### src/rtl/clkdiv_pkg.sv
// Package: shared constants for the prescaler chain.
// Assumes the bus field is 4 bits and the peripheral field is 3 bits.
package clkdiv_pkg;
    localparam int unsigned HSEL_W = 4;
    localparam int unsigned PSEL_W = 3;
    localparam int unsigned HLOG_W = 4;   // holds log2 values 0..9
    localparam int unsigned PLOG_W = 3;   // holds log2 values 0..4
    localparam int unsigned HLOG_MAX = 9;
    localparam int unsigned PLOG_MAX = 4;

    // Which code map a decoder instance implements
    typedef enum logic [0:0] {
        MAP_BUS  = 1'b0,
        MAP_PERI = 1'b1
    } map_kind_e;
endpackage

### src/rtl/clkdiv_code_map.sv
// Module: clkdiv_code_map
// Turns a divisor select code into the log2 of the divisor.
// The bus map skips log2 = 5 (divide by 32). The peripheral map tops out at log2 = 4.
// Assumes SEL_W = 4 for MAP_BUS and SEL_W = 3 for MAP_PERI.
module clkdiv_code_map
    import clkdiv_pkg::*;
#(
    parameter map_kind_e KIND  = MAP_BUS,
    parameter int unsigned SEL_W = 4,
    parameter int unsigned LOG_W = 4
) (
    input  logic [SEL_W-1:0] sel_i,
    output logic [LOG_W-1:0] log2_o
);
    localparam int unsigned IDX_W = SEL_W - 1;

    logic [IDX_W-1:0] idx;
    assign idx = sel_i[IDX_W-1:0];

    generate
        if (KIND == MAP_BUS) begin : g_bus
            // Purpose: map 0xxx to 0, and 1000..1111 to 1,2,3,4,6,7,8,9
            always_comb begin
                if (!sel_i[SEL_W-1]) begin
                    log2_o = '0;
                end else if (idx[IDX_W-1] == 1'b0) begin
                    log2_o = LOG_W'(idx) + LOG_W'(1);
                end else begin
                    log2_o = LOG_W'(idx) + LOG_W'(2);
                end
            end
        end else begin : g_peri
            // Purpose: map 0xx to 0, and 100..111 to 1,2,3,4
            always_comb begin
                if (!sel_i[SEL_W-1]) begin
                    log2_o = '0;
                end else begin
                    log2_o = LOG_W'(idx) + LOG_W'(1);
                end
            end
        end
    endgenerate
endmodule

### src/rtl/clkdiv_stage.sv
// Module: clkdiv_stage
// One power-of-two divider stage driven by an input tick.
// It counts ticks, and its strobe marks the last tick of each period.
// The next divisor is loaded only on that last tick, so a period is never cut short.
// Assumes the incoming log2 never exceeds CNT_W.
module clkdiv_stage #(
    parameter int unsigned CNT_W = 9,
    parameter int unsigned LOG_W = 4
) (
    input  logic             clk,
    input  logic             rst_n,
    input  logic             tick_i,
    input  logic [LOG_W-1:0] next_log2_i,
    output logic             en_o,
    output logic [LOG_W-1:0] log2_o
);
    logic [CNT_W-1:0] cnt_q;
    logic [LOG_W-1:0] log2_q;
    logic [CNT_W:0]   span;
    logic [CNT_W:0]   last_idx;
    logic             at_end;

    // Purpose: work out the final count of the current period
    always_comb begin
        span     = {{CNT_W{1'b0}}, 1'b1} << log2_q;
        last_idx = span - {{CNT_W{1'b0}}, 1'b1};
        at_end   = ({1'b0, cnt_q} == last_idx);
    end

    assign en_o   = tick_i & at_end;
    assign log2_o = log2_q;

    // Purpose: count ticks, and on the last tick restart and load the new divisor
    always_ff @(posedge clk) begin
        if (!rst_n) begin
            cnt_q  <= '0;
            log2_q <= '0;
        end else if (tick_i) begin
            if (at_end) begin
                cnt_q  <= '0;
                log2_q <= next_log2_i;
            end else begin
                cnt_q  <= cnt_q + {{(CNT_W-1){1'b0}}, 1'b1};
            end
        end
    end
endmodule

### src/rtl/clkdiv_chain.sv
// Module: clkdiv_chain
// Two prescalers in series. The bus stage divides the system clock.
// The peripheral stage divides the bus strobe.
// Outputs are clock-enable strobes plus the log2 of each divisor in force.
// Assumes select fields may change at any time. A stage samples its field
// only at its own period end.
module clkdiv_chain
    import clkdiv_pkg::*;
(
    input  logic              clk,
    input  logic              rst_n,
    input  logic [HSEL_W-1:0] hdiv_sel_i,
    input  logic [PSEL_W-1:0] pdiv_sel_i,
    output logic              hclk_en_o,
    output logic              pclk_en_o,
    output logic [HLOG_W-1:0] hdiv_log2_o,
    output logic [PLOG_W-1:0] pdiv_log2_o
);
    localparam int unsigned HCNT_W = HLOG_MAX;
    localparam int unsigned PCNT_W = PLOG_MAX;

    logic [HLOG_W-1:0] h_next_log2;
    logic [PLOG_W-1:0] p_next_log2;
    logic              h_en;

    clkdiv_code_map #(.KIND(MAP_BUS), .SEL_W(HSEL_W), .LOG_W(HLOG_W)) u_hmap (
        .sel_i  (hdiv_sel_i),
        .log2_o (h_next_log2)
    );

    clkdiv_code_map #(.KIND(MAP_PERI), .SEL_W(PSEL_W), .LOG_W(PLOG_W)) u_pmap (
        .sel_i  (pdiv_sel_i),
        .log2_o (p_next_log2)
    );

    clkdiv_stage #(.CNT_W(HCNT_W), .LOG_W(HLOG_W)) u_hstage (
        .clk         (clk),
        .rst_n       (rst_n),
        .tick_i      (1'b1),
        .next_log2_i (h_next_log2),
        .en_o        (h_en),
        .log2_o      (hdiv_log2_o)
    );

    clkdiv_stage #(.CNT_W(PCNT_W), .LOG_W(PLOG_W)) u_pstage (
        .clk         (clk),
        .rst_n       (rst_n),
        .tick_i      (h_en),
        .next_log2_i (p_next_log2),
        .en_o        (pclk_en_o),
        .log2_o      (pdiv_log2_o)
    );

    assign hclk_en_o = h_en;
endmodule

### config.mk
export PLATFORM = sky130hd
export DESIGN_NAME = clkdiv_chain
export DESIGN_NICKNAME = d
export VERILOG_FILES = /design/src/rtl/clkdiv_pkg.sv /design/src/rtl/clkdiv_code_map.sv /design/src/rtl/clkdiv_stage.sv /design/src/rtl/clkdiv_chain.sv
export SDC_FILE = /design/constraint.sdc
export NUM_CORES = 1
export LEC_CHECK = 0
export BUFFER_PORTS_ARGS = -buffer_cell sky130_fd_sc_hd__buf_2
export CAP_MARGIN = 20
export CORE_ASPECT_RATIO = 1.25
export CORE_MARGIN = 5
export CORE_UTILIZATION = 40
export DETAILED_ROUTE_END_ITERATION = 10
export GPL_ROUTABILITY_DRIVEN = 0
export HOLD_SLACK_MARGIN = 0.15
export SYNTH_ARGS = -nofsm -noshare
export SYNTH_HDL_FRONTEND = slang
export SYNTH_HIERARCHICAL = 1
export SYNTH_SLANG_ARGS = --single-unit
### constraint.sdc
create_clock -name clk -period 6 [get_ports clk]
set_input_delay 0.3 -clock clk [delete_from_list [all_inputs] [get_ports clk]]
set_output_delay 0.3 -clock clk [all_outputs]
set_load 0.01 [all_outputs]
==> results.yml <==
global_routing:
  overflow: 0
  busiest_layer: "met2"
  grt_pass1_wl_mm: 5.27
  track_usage_pct: 12.5
  grt_pass1_vias: 1238
  use_met2_pct: 23.1
  use_met1_pct: 14.2
  grt_max_degree: 20
  antenna_found_initial: 0
  use_met3_pct: 2.11
logic_synthesis:
  syn_avg_cell_area_um2: 8.72
  ys_ff_latch: 20
  syn_area_um2: 1550
  synthTopCellsByArea: "dfxtp_1, nor3_2, xnor2_1, ha_1, nand4_1"
  yosysTopAreaCellShare_pct: 25.8
  synthFlopType: "dfxtp_1"
  async_flop_share_pct: 0
  synth_cell_types: 52
  synth-edff-count: 0
  ys_seq_area_share_pct: 25.8
  ys_warn_count: 6
  synth_area_leader_cell: "dfxtp_1"
  synth_cells: 178
critical_path:
  crit_cells: 12
  slowest_stage: "dfxtp_1"
  startpoint_type: "register"
  crit_required_ns: 5.70
  worstSetupEndpointType: "primary output"
  critPathBufInv: 1
  r2r_cells: 12
  cpPeakStageDelay_ns: 0.46
  worstPathCellList: "nor2_1, nand3b_1, ha_1, xnor2_1, xnor2_1, nor4_2, nand4_1, nor2_1, nor4b_2, nand2_1, a21oi_4, buf_2"
  crit_family: "simple AND/OR/NAND/NOR gates"
  crit_fanout: 15
  critPathKind: "register to primary output"
  worstPathArrival_ns: 3.79
clock_network:
  clk_latency_ns: 0.25
  cts.sinks: 20
  cts_buffer_depth: 2
  cts_root_buf: "clkbuf_8"
  cts_made_buffers: 3
  cts.htree.levels: 1
  cts_tree: "built"
  cts_setup_buffers: 0
  cts.repair.resized: 0
  cts.clk_slew.worst_paths_ns: 0.06
  ctsHoldBuffers: 0
run:
  max_cap_violations: 0
final_layout:
  n_antenna_cell: 0
  area_delta_synth_final_pct: 6.13
  layout-drive-gt1-share_pct: 21.3
  final_cells: 228
  final_common_cell: "dfxtp_1"
  final_cell_mix: "dfxtp_1, buf_2, nand2_1"
  layout.nets: 204
sta:
  finClkSkew_ns: 0.00502
  hold_violations: 0
  maxSlewViolCount: 0
  setup_violations: 0
  clock.fmax_mhz: 245
  worstMarginPinSlew_ns: 0.621
  maxSlewHeadroom_pct: 58.6
  period_minus_slack_ns: 4.09
  rsz0062_at_grt: "false"
  tns_ns: 0
  fin_crit_sh_pct: 68.1
floorplanning:
  die_width_um: 65.7
  io_pins: 18
  fp.dieH_um: 79.6
  core_um2: 3750
  die_area_um2: 5230
  rows: 25
  start_util_pct: 41.3
status:
  status: "finished, final reports clean"
pwr:
  internal-power_mw: 0.460
  p_sw_share_pct: 47.9
  leakage_nw: 0.669
  switching_power_mw: 0.424
  ir_worst_vdd_uv: 254
  clkPwrFrac_pct: 9.7
  powerDensity_nw_per_um2: 537
  combPwrFrac_pct: 67.6
  seqPwrFrac_pct: 22.7
drt:
  drt_iter0_markers: 82
  post_drt_via_cell_ratio: 5.79
  ant_nets: 0
  vias: 1320
  drt_pass1_iterations: 4
  wl_per_cell_um: 14.0
  drc: 0
  drt_wl_total_mm: 3.19
placed_design:
  port-buffer-count: 17
  dp.cells: 225
  place_hpwl_mm: 2.44
worst_hold_path:
  hold_path.class: "primary input to register"
  holdPathStages: 4
## through the flow
| step | utilization (%) | total power, mW | instance area, µm² | setup WS (ns) | hold WS [ns] |
|---|---|---|---|---|---|
| 2_1_floorplan | - | 0.735 | 1560 | 2.83 | 0.459 |
| 3_3_place_gp | 42.8 | 0.789 | 1610 | 2.37 | 0.498 |
| 3_5_place_dp | 42.8 | 0.798 | 1610 | 2.17 | 0.507 |
| 4_1_cts | 43.9 | 0.890 | 1650 | 1.87 | 0.343 |
| 5_1_grt | 43.9 | 0.960 | 1650 | 1.48 | 0.369 |
| 6_report | 43.9 | 0.884 | 1650 | 1.91 | 0.352 |
## flip-flops by register name (all words and copies together), names as in the netlist
register,count
u_pstage/log2_o,3
u_hstage/cnt_q,9
u_pstage/cnt_q,4
u_hstage/log2_o,4
## power groups by stage
stage	Combinational, mW	Clock, mW	Sequential [mW]
2_1_floorplan	0.551	0	0.184
3_3_place_gp	0.587	0	0.202
3_5_place_dp	0.595	0	0.203
4_1_cts	0.599	0.0906	0.200
5_1_grt	0.657	0.0964	0.206
6_report	0.598	0.0855	0.201
## per-layer routing
layer	share of wire (%)	wire length, µm
met2	53	1700
met5	0	0
met3	2.9	93
met4	0.91	29
met1	43	1370
## worst paths after layout
path / from / endpoint / slack, ns
hold / removal: pdiv_sel_i[0] / u_pstage/log2_o[0]$_SDFFE_PN0P_ / 0.35
setup reg to reg: u_hstage/log2_o[1]$_SDFFE_PN0P_ / u_pstage/log2_o[2]$_SDFFE_PN0P_ / 2.38
hold reg to reg: u_pstage/log2_o[0]$_SDFFE_PN0P_ / u_pstage/log2_o[0]$_SDFFE_PN0P_ / 0.51
setup / recovery: u_hstage/log2_o[1]$_SDFFE_PN0P_ / pclk_en_o / 1.91
## layout make-up
cell class / instances / area, µm²
tap: 40 / 50.0
fill: 385 / 2110
timing repair buffer: 17 / 85.1
inverter: 6 / 22.5
multi-input combinational: 142 / 1050
clock buffer: 3 / 41.3
sequential: 20 / 400
## cells by family (layout without fill, tap and decap cells)
| kind of cell | Yosys count | in the layout | share of synthesized area, % |
|---|---|---|---|
| AO/OA/AOI/OAI | 38 | 38 | 17.7 |
| XOR/XNOR | 14 | 14 | 7.90 |
| adder cells (fa/ha/maj) | 5 | 5 | 4.03 |
| buffers and inverters | 17 | 26 | 6.93 |
| flip-flops | 20 | 20 | 25.8 |
| multiplexers | 4 | 4 | 2.58 |
| other | 1 | 2 | 0.242 |
| AND/OR/NAND/NOR | 79 | 79 | 34.8 |
## cells in the mapped netlist (4+ instances only)
cell      n
xnor2_1   8
ha_1      5
nor2_1    5
buf_6     5
and2_1    6
mux2i_1   4
nor3b_1   5
nor3_2    7
and3_1    7
nand3_1   5
o21ai_0   9
xor2_1    6
nand4_1  10
inv_1     5
dfxtp_1  20
nand2_1  14
a21oi_1   8
## worst min-delay path, stage by stage
cell     delay, ns
buf_2         0.11
nor2b_4       0.04
nand2_1       0.05
mux2i_1       0.06
No activity file was read; power rests on OpenSTA's default activity.
